**src/rtl/dsc_cond_pkg.sv**
```systemverilog
`timescale 1ns/1ps
package dsc_cond_pkg;

  typedef enum logic [1:0] {
    POL_NEVER    = 2'd0,
    POL_IF_MATCH = 2'd1,
    POL_IF_MISS  = 2'd2,
    POL_ALWAYS   = 2'd3
  } pol_e;

  localparam int unsigned POL_W     = 2;
  localparam int unsigned NUM_LANES = 3;
  // lane index equals field position in cmd_i (lane k at bits 2k+1:2k)
  localparam int unsigned LANE_WAIT = 0;
  localparam int unsigned LANE_BR   = 1;
  localparam int unsigned LANE_IRQ  = 2;
  localparam int unsigned CMD_W     = NUM_LANES * POL_W;

endpackage

```
**src/rtl/dsc_cond_match.sv**
```systemverilog
`timescale 1ns/1ps
module dsc_cond_match #(
  parameter int unsigned SEL_W    = 32,
  parameter int unsigned COND_W   = 4,
  parameter int unsigned MASK_LSB = 16
) (
  input  logic [SEL_W-1:0]  sel_i,
  input  logic [COND_W-1:0] stat_i,
  output logic              match_o
);

  logic [COND_W-1:0] mask;
  logic [COND_W-1:0] value;
  logic              unused_sel;

  assign mask       = sel_i[MASK_LSB +: COND_W];
  assign value      = sel_i[COND_W-1:0];
  assign unused_sel = ^{sel_i[SEL_W-1:MASK_LSB+COND_W], sel_i[MASK_LSB-1:COND_W]};

  // true when no enabled bit differs
  assign match_o = ~|((stat_i ^ value) & mask);

  initial begin
    assert (MASK_LSB >= COND_W && MASK_LSB + COND_W < SEL_W)
      else $error("select layout does not fit");
  end

endmodule

```
**src/rtl/dsc_policy_gate.sv**
```systemverilog
`timescale 1ns/1ps
module dsc_policy_gate
  import dsc_cond_pkg::*;
(
  input  pol_e pol_i,
  input  logic match_i,
  output logic fire_o
);

  always_comb begin
    unique case (pol_i)
      POL_NEVER:    fire_o = 1'b0;
      POL_IF_MATCH: fire_o = match_i;
      POL_IF_MISS:  fire_o = ~match_i;
      POL_ALWAYS:   fire_o = 1'b1;
      default:      fire_o = 1'b0;
    endcase
  end

endmodule

```
**src/rtl/dsc_ptr_step.sv**
```systemverilog
`timescale 1ns/1ps
module dsc_ptr_step #(
  parameter int unsigned PTR_W      = 32,
  parameter int unsigned DESC_BYTES = 16
) (
  input  logic             clk_i,
  input  logic             rst_ni,
  input  logic             upd_i,
  input  logic             take_i,
  input  logic [PTR_W-1:0] cur_ptr_i,
  input  logic [PTR_W-1:0] tgt_i,
  output logic [PTR_W-1:0] next_ptr_o,
  output logic             bt_o
);

  localparam logic [PTR_W-1:0] STEP = PTR_W'(DESC_BYTES);

  logic [PTR_W-1:0] ptr_q;
  logic             bt_q;

  always_ff @(posedge clk_i or negedge rst_ni) begin
    if (!rst_ni) begin
      ptr_q <= '0;
      bt_q  <= 1'b0;
    end else if (upd_i) begin
      ptr_q <= take_i ? tgt_i : cur_ptr_i + STEP;
      bt_q  <= take_i;
    end
  end

  assign next_ptr_o = ptr_q;
  assign bt_o       = bt_q;

  p_branch_load_r6: assert property (@(posedge clk_i) disable iff (!rst_ni)
    $past(upd_i && take_i) |-> (next_ptr_o == $past(tgt_i)) && bt_o);

  p_seq_advance_r7: assert property (@(posedge clk_i) disable iff (!rst_ni)
    $past(upd_i && !take_i) |-> (next_ptr_o == $past(cur_ptr_i) + STEP) && !bt_o);

  p_hold_no_upd_r4: assert property (@(posedge clk_i) disable iff (!rst_ni)
    !$past(upd_i) |-> $stable(next_ptr_o) && $stable(bt_o));

endmodule

```
**src/rtl/dsc_cond_branch.sv**
```systemverilog
`timescale 1ns/1ps
module dsc_cond_branch
  import dsc_cond_pkg::*;
#(
  parameter int unsigned PTR_W      = 32,
  parameter int unsigned SEL_W      = 32,
  parameter int unsigned STAT_W     = 8,
  parameter int unsigned COND_W     = 4,
  parameter int unsigned MASK_LSB   = 16,
  parameter int unsigned DESC_BYTES = 16
) (
  input  logic              clk_i,
  input  logic              rst_ni,
  input  logic              eval_i,
  input  logic [CMD_W-1:0]  cmd_i,
  input  logic [SEL_W-1:0]  sel_irq_i,
  input  logic [SEL_W-1:0]  sel_br_i,
  input  logic [SEL_W-1:0]  sel_wait_i,
  input  logic [STAT_W-1:0] dev_stat_i,
  input  logic [PTR_W-1:0]  cur_ptr_i,
  input  logic [PTR_W-1:0]  br_tgt_i,
  output logic              done_o,
  output logic              wait_o,
  output logic              irq_o,
  output logic [PTR_W-1:0]  next_ptr_o,
  output logic              bt_o
);

  logic [SEL_W-1:0]     sel_arr [NUM_LANES];
  logic [NUM_LANES-1:0] match;
  logic [NUM_LANES-1:0] fire;
  logic [COND_W-1:0]    cond_stat;
  logic                 unused_stat;
  logic                 go;

  assign sel_arr[LANE_WAIT] = sel_wait_i;
  assign sel_arr[LANE_BR]   = sel_br_i;
  assign sel_arr[LANE_IRQ]  = sel_irq_i;

  assign cond_stat   = dev_stat_i[COND_W-1:0];
  assign unused_stat = ^dev_stat_i[STAT_W-1:COND_W];

  for (genvar k = 0; k < NUM_LANES; k++) begin : g_lane
    dsc_cond_match #(
      .SEL_W   (SEL_W),
      .COND_W  (COND_W),
      .MASK_LSB(MASK_LSB)
    ) u_match (
      .sel_i  (sel_arr[k]),
      .stat_i (cond_stat),
      .match_o(match[k])
    );

    dsc_policy_gate u_gate (
      .pol_i  (pol_e'(cmd_i[k*POL_W +: POL_W])),
      .match_i(match[k]),
      .fire_o (fire[k])
    );
  end

  // stall test decides first; interrupt and branch commit only without it
  assign go = eval_i & ~fire[LANE_WAIT];

  logic done_q, wait_q, irq_q;

  always_ff @(posedge clk_i or negedge rst_ni) begin
    if (!rst_ni) begin
      done_q <= 1'b0;
      wait_q <= 1'b0;
      irq_q  <= 1'b0;
    end else begin
      done_q <= eval_i;
      irq_q  <= go & fire[LANE_IRQ];
      if (eval_i) wait_q <= fire[LANE_WAIT];
    end
  end

  dsc_ptr_step #(
    .PTR_W     (PTR_W),
    .DESC_BYTES(DESC_BYTES)
  ) u_ptr (
    .clk_i     (clk_i),
    .rst_ni    (rst_ni),
    .upd_i     (go),
    .take_i    (fire[LANE_BR]),
    .cur_ptr_i (cur_ptr_i),
    .tgt_i     (br_tgt_i),
    .next_ptr_o(next_ptr_o),
    .bt_o      (bt_o)
  );

  assign done_o = done_q;
  assign wait_o = wait_q;
  assign irq_o  = irq_q;

  p_irq_needs_commit_r5: assert property (@(posedge clk_i) disable iff (!rst_ni)
    irq_o |-> done_o && !wait_o);

  p_done_after_eval_r9: assert property (@(posedge clk_i) disable iff (!rst_ni)
    done_o |-> $past(eval_i));

  p_wait_holds_r9: assert property (@(posedge clk_i) disable iff (!rst_ni)
    !done_o |-> $stable(wait_o) && !irq_o);

  p_stall_freezes_r4: assert property (@(posedge clk_i) disable iff (!rst_ni)
    done_o && wait_o |-> $stable(next_ptr_o) && $stable(bt_o) && !irq_o);

endmodule

```
**config.mk**
```make
export PLATFORM = sky130hd
export DESIGN_NAME = dsc_cond_branch
export DESIGN_NICKNAME = d
export VERILOG_FILES = /design/src/rtl/dsc_cond_pkg.sv /design/src/rtl/dsc_cond_match.sv /design/src/rtl/dsc_policy_gate.sv /design/src/rtl/dsc_ptr_step.sv /design/src/rtl/dsc_cond_branch.sv
export SDC_FILE = /design/constraint.sdc
export NUM_CORES = 1
export LEC_CHECK = 0
export BUFFER_PORTS_ARGS = -buffer_cell sky130_fd_sc_hd__buf_2
export CORE_MARGIN = 5
export CORE_UTILIZATION = 30
export DETAILED_ROUTE_END_ITERATION = 8
export GPL_ROUTABILITY_DRIVEN = 0
export PLACE_DENSITY_LB_ADDON = 0.3
export SLEW_MARGIN = 5
export SYNTH_ARGS = -nofsm -noshare
export SYNTH_HDL_FRONTEND = slang
export SYNTH_SLANG_ARGS = --single-unit
```
**constraint.sdc**
```tcl
create_clock -name clk_i -period 1.6 [get_ports clk_i]
set_input_delay 0.24 -clock clk_i [delete_from_list [all_inputs] [get_ports clk_i]]
set_output_delay 0.24 -clock clk_i [all_outputs]
set_load 0.03 [all_outputs]
```
Yosys cells after proc, flatten, opt, wreduce, memory -nomap -nowiden --
Cells that the tools add are included.
Storage, ports and cells: output and inout port bits 36, bits in registers 36, word-level logic and storage cells 37
Operators by class: reductions and logical operators 9, equal/unequal tests 9, add/subtract/negate cells 1, mux-type cells 4, bitwise logic cells 9
Operator list (number):
- $add 32x5->32 const B | 1
- $mux 32 | 1
- $and 4x4->4 | 3
- $eq 2x2->1 const B | 6
- $pmux 1 s4 | 3
- $reduce_or 4->1 | 3
- $xor 4x4->4 | 3
- $eq 2x1->1 const B | 3
- $logic_not 2->1 | 3
- $logic_not 1->1 | 3
- $and 1x1->1 | 2
- $not 1->1 | 1

Depth between registers and ports, before layout --
Gate-level depths: netlist (run 1).
word-level depth 8, depth in mapped cells 7, depth with buffers taken out 6

Cells and area by module --
From an unflattened synthesis (run 1), not the netlist that was laid out.
Second synthesis, totals: cell total of the unflattened synthesis 267, area total of the unflattened synthesis 2376.0 µm²
By module, submodules not included:
- dsc_ptr_step | cells each 240, seq. area each 825.8 µm², area each 2048.2 µm², times used 1
- dsc_cond_match | cells each 6, seq. area each 0.0 µm², area each 58.8 µm², times used 3
- dsc_cond_branch | cells each 6, seq. area each 75.1 µm², area each 106.4 µm², times used 1
- dsc_policy_gate | cells each 1, seq. area each 0.0 µm², area each 15.0 µm², times used 3

Worst setup path before layout (run 1) --
No wires, ideal clock.
kind in2reg, start point in sel_wait_i[2], end point reg u_ptr.ptr_q[3], in the netlist u_ptr.next_ptr_o[3], setup time 0.124 ns, setup slack -0.082 ns, buffers on the path 2, stages on the path 7, arrival 1.558 ns, cell sequence xor2_1 > a22oi_1 > nand4b_1 > and2_1 > buf_6 > buf_6 > o31a_1
Between the ends: word-level cells in the longest chain between the ends 7
Ends and longest elaborated chain:
- start: declaration | line dsc_cond_branch.sv:18 | input logic [SEL_W-1:0] sel_wait_i,
- $xor 4x4->4 (*) | line dsc_cond_match.sv:21 | assign match_o = ~|((stat_i ^ value) & mask);
- $and 4x4->4 (*) | line dsc_cond_match.sv:21
- $reduce_or 4->1 (*) | line dsc_cond_match.sv:21
- $logic_not 1->1 | line dsc_cond_match.sv:21
- $pmux 1 s4 (*) | line dsc_policy_gate.sv:11 | unique case (pol_i)
- $not 1->1 (*) | line dsc_cond_branch.sv:62 | assign go = eval_i & ~fire[LANE_WAIT];
- $and 1x1->1 (*) | line dsc_cond_branch.sv:62
- end signal: assignment | line dsc_ptr_step.sv:26 | ptr_q <= take_i ? tgt_i : cur_ptr_i + STEP;
- end: declaration | line dsc_ptr_step.sv:18 | logic [PTR_W-1:0] ptr_q;
Every way passes the cells marked *; elsewhere a longest branch is shown, timed or not. A chain may end at the register's enable or synchronous reset.

Worst setup path after layout (run 1) --
start point in cur_ptr_i[10], end point reg u_ptr.ptr_q[23], in the netlist u_ptr.next_ptr_o[23]
Between the ends: word-level cells in the longest chain between the ends 2
Ends and longest elaborated chain:
- start: declaration | line dsc_cond_branch.sv:20 | input logic [PTR_W-1:0] cur_ptr_i,
- $add 32x5->32 | line dsc_ptr_step.sv:26
- $mux 32 | line dsc_ptr_step.sv:26
No other way between the ends.

==> out/metrics.csv, run 1 <==
stage,metric,value,unit
run_status,status,"finished, final reports clean",
floorplanning,core,0.00915,mm^2
sta,setup_viol,0,
route,drc,0,
place,dp_cells,615,
yosys,synth_area_per_cell,8.74,um^2
floorplanning,die_area,0.0114,mm^2
cells_and_area,layout_commonest_cell,buf_2,
grt,grt_max_degree,36,
pwr,leakagePower,2.14,nW
floorplanning,rows,35,
cells_and_area,area_growth,57.6,%
route,drtAntennaViolNets,0,
critical_path,regToRegSetupSlack,0.83,ns
yosys,syn_nets,498,
sta,worst_pin_slew,0.435,ns
cells_and_area,nFillCells,897,
route,num_vias,3340,
sta,rsz0062_at_grt,true,
floorplanning,die_y,107,um
yosys,ys_ff_latch,36,
yosys,synth_fa_ha_area_share,0.447,%
yosys,synth-main-ff-cell,dfrtp_1,
pwr,ir_drop,0.412,mV
grt,grt_antenna_before_repair,0,
critical_path,cp.arrival,1.75,ns
yosys,ys_seq_area_share,32.2,%
cells_and_area,multi_input_area,0.00189,mm^2
critical_path,worst_setup_path_end_kind,flop,
grt,overflow,0,
route,drtIter0Drc,144,
cts,path_clk_slew,0.08,ns
cells_and_area,most-common-layout-cells,"buf_2, buf_4, dfrtp_1",
yosys,synth_cells,320,
critical_path,critPathLaunchType,input port,
cells_and_area,antenna_cells,0,
sta,max_freq,0.643,GHz
yosys,ys_types,45,
cts,cts_sinks,36,
flow_run,cap_violations,0,
cells_and_area,regArea,901,um^2
sta,fin_ws,0.0444,ns
yosys,synthXorXnorAreaFrac,8.14,%
sta,report.final.slew_viol_count,0,
route,wl_per_cell,17.0,um
yosys,synth_compound_area_share,20.0,%
sta,fin_crit_sh,97.2,%
critical_path,path_cells,"buf_2, buf_4, and4_4, buf_4, nand3_1, buf_4, nor4_2, nor4_1, o31ai_1",
place,place_hpwl,8.22,mm
sta,skew,0,ns
floorplanning,ios,213,
pwr,cellPowerDensity,935,mW/mm^2
yosys,yosys-top-cells-area,"dfrtp_1, and3b_1, o31ai_1",
cts,cts_tree,done,
yosys,synth_mux_area_share,0.358,%
critical_path,slowest_stage,and4_4,
route,dr.pass1.iters,4,
route,via_per_inst,5.34,
cells_and_area,final_cells,625,
critical_path,crit_type,input port to flop,
cells_and_area,final_layout_size_suffix_gt1_share,49.2,%
floorplanning,fp.dieW,107,um
cts,clock_latency,0.29,ns
cts,cts_buffer_depth,2,
sta,final_hold_viol_count,0,
cells_and_area,fin_nets,691,
yosys,synth_top_area_share,32.2,%
place,post-place-ws,-0.453,ns
grt,first_global_vias,3323,
yosys,synth_top_family_by_area,simple AND/OR/NAND/NOR gates,
place,io_buffers,136,
yosys,synth-simple-area-share,33.0,%
grt,track_usage,18.2,%
critical_path,worst-path-max-fanout,7,
critical_path,path_common_cell,buf_4,
yosys,synth_top_cell_by_area,dfrtp_1,
cts,cts-root-buf,clkbuf_8,
grt,grt_pass1_wl,16.8,mm
route,wl,10.6,mm
yosys,netlist_area,0.00280,mm^2
sta,fin_crit,1.56,ns
cts,htree_levels,2,
yosys,ys_warn_count,0,
floorplanning,start_util,30.6,%
min_path,hold_class,input port to flop,
critical_path,crit_path_max_incr_delay,0.26,ns
sta,slew_headroom,71.0,%
cts,cts_buffers,5,
yosys,synth_edf_count,0,
yosys,synthArstFlopShare,100,%
critical_path,crit_required,1.79,ns
Yosys cell counts (2+ instances only):
| cell type | count |
|---|---|
| nor2_1 | 5 |
| o31a_2 | 2 |
| nand2_1 | 12 |
| inv_1 | 5 |
| clkbuf_1 | 17 |
| nand4_1 | 14 |
| xnor2_1 | 10 |
| xor2_1 | 16 |
| o41ai_1 | 2 |
| a21boi_0 | 5 |
| nand3b_1 | 6 |
| buf_2 | 3 |
| o31a_1 | 11 |
| a22o_1 | 3 |
| dfrtp_1 | 36 |
| nor3_1 | 8 |
| o31ai_1 | 24 |
| a21oi_1 | 17 |
| nand3_1 | 34 |
| and3_1 | 8 |
| nor4b_1 | 2 |
| buf_6 | 4 |
| a22oi_1 | 4 |
| and3b_1 | 24 |
| o21a_1 | 3 |
| nor4_1 | 20 |
| and2_1 | 4 |
| and4_1 | 4 |
report_power, final:
group	switching, W	internal [W]	total [W]
Sequential	0.000125	0.00115	0.00128
Clock	0.000343	0.000550	0.000893
Combinational	0.00118	0.000771	0.00195
Total	0.00165	0.00247	0.00412
cells by family (layout without fill, tap and decap cells):
| kind of cell | count (synthesis) | in the layout |
|---|---|---|
| buf+inv | 32 | 226 |
| fa+ha+maj | 1 | 1 |
| mux | 1 | 1 |
| flops | 36 | 36 |
| compound gates | 77 | 77 |
| xor+xnor | 26 | 26 |
| simple gates | 147 | 147 |
per-layer routing:
layer  part of all wire (%)  vias to the layer above  track usage [%]
met3                    5.6                       10             3.19
met5                      0                        -                0
li1                       -                     1627                -
met1                     44                     1588             23.9
met2                     49                      115             31.0
met4                    1.2                        0             4.29
registers in the layout, indices dropped and copies added, names as in the netlist:
signal	flops
u_ptr.next_ptr_o	32
irq_o	1
done_o	1
u_ptr.bt_o	1
wait_o	1
cell type report:
type                       count  area share [%]
clock inverter                 1           0.681
clock buffer                   7            2.18
inverter                       5           0.426
multi-input combinational    252            43.0
tap                          111            3.15
sequential                    36            20.4
timing repair buffer         213            30.2
what timing repair did:
action,4_1_cts,5_1_grt
resized for setup,6,27
buffers inserted,0,1
hold buffers,1,0
endpoints found under the setup margin,4,26
pin swaps,1,6
gates cloned,0,0
hold endpoints to repair,16,0
through the flow:
stage / hold WS, ns / utilization [%] / setup TNS [ns] / power, W / cell area, um^2
final: 0.107 / 48.2 / 0 / 0.00412 / 4410
after global routing: 0.0914 / 48.2 / -0.149 / 0.00437 / 4410
after CTS: 0.0962 / 46.8 / 0 / 0.00410 / 4280
after detailed placement: 0.211 / 45.0 / -7.62 / 0.00318 / 4120
after global placement: 0.210 / 45.0 / -6.57 / 0.00315 / 4120
after floorplan: -0.0556 / - / 0 / 0.00239 / 2810
worst paths after layout:
kind / from / endpoint / depth (start not counted)
worst max-delay path: cur_ptr_i[10] / u_ptr.next_ptr_o[23] / 9
worst min-delay path: eval_i / done_o / 1
worst max register to register: u_ptr.next_ptr_o[5] / u_ptr.next_ptr_o[5] / 2
worst min register to register: wait_o / wait_o / 1
max in group asynchronous: rst_ni / u_ptr.next_ptr_o[15] / 3
min in group asynchronous: rst_ni / u_ptr.next_ptr_o[3] / 2
critical path, delay by kind of cell:
kind	cells	cell delay (ns)
buf+inv	4	0.53
simple gates	4	0.72
compound gates	1	0.25
No activity file was read; power rests on OpenSTA's default activity.
==> run 2, diff against run 1 <==
CELL_PAD_IN_SITES_DETAIL_PLACEMENT = 1   (was default)
CELL_PAD_IN_SITES_GLOBAL_PLACEMENT = 1   (was default)
==> run 2 against run 1 <==
  * Sequential cell count did not move
  * Count of clock-buffer cells in the layout did not move
  * Power fell by 4.5%
  * Critical path depth fell by 1
  * Final area rose by 0.43%
  * Die area did not move
  * Global-route usage rose by 1.6 points
  * Sequential share of layout area fell by 0.087 points
  * Via count rose by 1.6%
  * Worst hold slack improved by 0.012 ns
  * First-iteration DRC count rose by 6.9%
  * Largest cell class unchanged
==> out/metrics.csv, run 2 (synthesized netlist as in run 1, its figures left out) <==
stage,metric,value,unit,change
critical_path,worst-path-max-fanout,5,,-2
floorplanning,core,0.00915,mm^2,unchanged
cells_and_area,final_cells,625,,unchanged
cts,cts-root-buf,clkbuf_8,,
critical_path,regToRegSetupSlack,0.83,ns,about the same
sta,report.final.slew_viol_count,0,,unchanged
pwr,pwr-share-comb,49.6,%,+2.3 points
grt,grt_antenna_before_repair,0,,unchanged
cells_and_area,nFillCells,1136,,+27%
pwr,cellPowerDensity,889,mW/mm^2,-4.9%
place,place_area,0.00411,mm^2,-0.12%
place,place_hpwl,9.27,mm,+13%
cells_and_area,area_growth,58.3,%,
pwr,leakagePower,2.14,nW,about the same
sta,fin_crit,1.58,ns,+0.0294 ns
cells_and_area,fin_nets,692,,+0.14%
cells_and_area,antenna_cells,0,,unchanged
run_status,status,"finished, final reports clean",,
floorplanning,start_util,30.6,%,unchanged
sta,worst_pin_slew,0.453,ns,+0.0182 ns
grt,first_global_vias,3616,,+8.8%
cts,cts_sinks,36,,unchanged
cells_and_area,final_layout_size_suffix_gt1_share,49.4,%,+0.19 points
cells_and_area,most-common-layout-cells,"buf_2, buf_4, dfrtp_1",,
floorplanning,fp.dieW,107,um,unchanged
critical_path,cp.arrival,1.74,ns,about the same
grt,overflow,0,,unchanged
sta,whs,0.119,ns,+0.0116 ns
floorplanning,rows,35,,unchanged
route,drc,0,,unchanged
place,dp_cells,615,,unchanged
route,wl,11.6,mm,+8.9%
critical_path,crit_path_max_incr_delay,0.31,ns,+0.05 ns
pwr,p_sw,0.00164,W,-0.56%
critical_path,path_cells,"buf_2, and4_1, nand4_1, buf_4, o31a_1, nor4_4, buf_4, o31ai_1",,
grt,track_usage,19.8,%,+1.6 points
cts,cts_buffer_depth,2,,unchanged
grt,grt_max_degree,34,,-5.6%
route,dr.pass1.iters,4,,unchanged
cells_and_area,largest_reg_flops,32,,unchanged
floorplanning,die_area,0.0114,mm^2,unchanged
grt,grt_pass1_wl,18.3,mm,+8.9%
floorplanning,die_y,107,um,unchanged
critical_path,critPathLaunchType,input port,,
critical_path,slowest_stage,o31a_1,,
sta,final_hold_viol_count,0,,unchanged
min_path,hold_class,input port to flop,,
cells_and_area,design_area,0.00443,mm^2,+0.43%
cts,htree_levels,2,,unchanged
route,drtIter0Drc,154,,+6.9%
sta,fin_crit_sh,99.1,%,+1.8 points
cts,cts_buffers,5,,unchanged
cts,path_clk_slew,0.07,ns,about the same
place,io_buffers,136,,unchanged
critical_path,crit_type,input port to flop,,
cells_and_area,layout_commonest_cell,buf_2,,
route,drtAntennaViolNets,0,,unchanged
cts,cts_tree,done,,
critical_path,crit_required,1.75,ns,-0.04 ns
sta,slew_headroom,69.8,%,-1.2 points
critical_path,path_common_cell,buf_4,,
place,post-place-ws,-0.484,ns,-0.0309 ns
sta,fin_ws,0.0150,ns,-0.0294 ns
floorplanning,ios,213,,unchanged
sta,setup_viol,0,,unchanged
sta,max_freq,0.631,GHz,-1.9%
pwr,ir_drop,0.319,mV,-23%
route,num_vias,3393,,+1.6%
pwr,power.total,0.00394,W,-4.5%
route,wl_per_cell,18.5,um,+8.9%
critical_path,worst_setup_path_end_kind,flop,,
route,via_per_inst,5.43,,+1.6%
pwr,p_int,0.00230,W,-7.1%
flow_run,cap_violations,0,,unchanged
pwr,p_clk_share,17.6,%,-4.1 points
cts,clock_latency,0.27,ns,-0.02 ns
pwr,seqPwrFrac,32.9,%,+1.9 points
sta,skew,0,ns,unchanged
pwr,swShare,41.6,%,+1.6 points
==> run 2: changes by cell type in the layout (fill, tap and decap cells not counted), sizes merged <==
cell    previous run  this run
bufinv             1         0
clkbuf             7         8
==> run 2: what timing repair did <==
| action | 4_1_cts | 5_1_grt |
|---|---|---|
| hold buffers | 1 | 0 |
| cloned | 0 | 1 |
| resized for setup | 8 | 32 |
| pin swaps | 2 | 6 |
| endpoints found under the hold margin | 17 | 0 |
| endpoints found under the setup margin | 8 | 18 |
| buffers inserted | 0 | 1 |
==> run 2: routing by layer <==
| metal | wire (um) | track usage (%) | share of wire, % |
|---|---|---|---|
| met1 | 5090 | 26.3 | 44 |
| met2 | 5830 | 34.5 | 50 |
| met3 | 560 | 2.47 | 4.8 |
| met4 | 101 | 3.84 | 0.87 |
| met5 | 0 | 0 | 0 |
==> run 2: critical path, delay by kind of cell <==
family	cells	cell delay, ns
buf+inv	3	0.43
compound gates	2	0.38
simple gates	3	0.69
==> run 2: path summary, 6_finish.rpt <==
check                               startpoint                    to  cells past startpoint
min reg2reg                             wait_o                wait_o                      1
max reg2reg                u_ptr.next_ptr_o[2]   u_ptr.next_ptr_o[2]                      2
min                                     eval_i                done_o                      1
max in group asynchronous               rst_ni  u_ptr.next_ptr_o[10]                      3
max                              cur_ptr_i[15]  u_ptr.next_ptr_o[30]                      8
min in group asynchronous               rst_ni   u_ptr.next_ptr_o[7]                      2
==> run 2: power by group through the flow <==
stage / Clock (W) / Combinational, W / Sequential (W)
5_1_grt: 0.000748 / 0.00210 / 0.00132
6_report: 0.000692 / 0.00195 / 0.00129
3_5_place_dp: 0 / 0.00189 / 0.00131
3_3_place_gp: 0 / 0.00185 / 0.00130
4_1_cts: 0.000708 / 0.00190 / 0.00130
2_1_floorplan: 0 / 0.000604 / 0.00179
==> run 2: final cells by class <==
cell class	instances	area, um^2	share of cell area [%]
timing repair buffer	214	1340	30.3
tap	111	139	3.14
sequential	36	901	20.3
clock buffer	7	96.3	2.18
multi-input combinational	252	1930	43.6
inverter	5	18.8	0.424
==> run 2: through the flow <==
step	TNS [ns]	utilization, %
2_1_floorplan	0	-
3_3_place_gp	-6.97	44.9
3_5_place_dp	-8.67	44.9
4_1_cts	-0.0215	46.5
5_1_grt	-0.0774	48.4
6_report	0	48.4
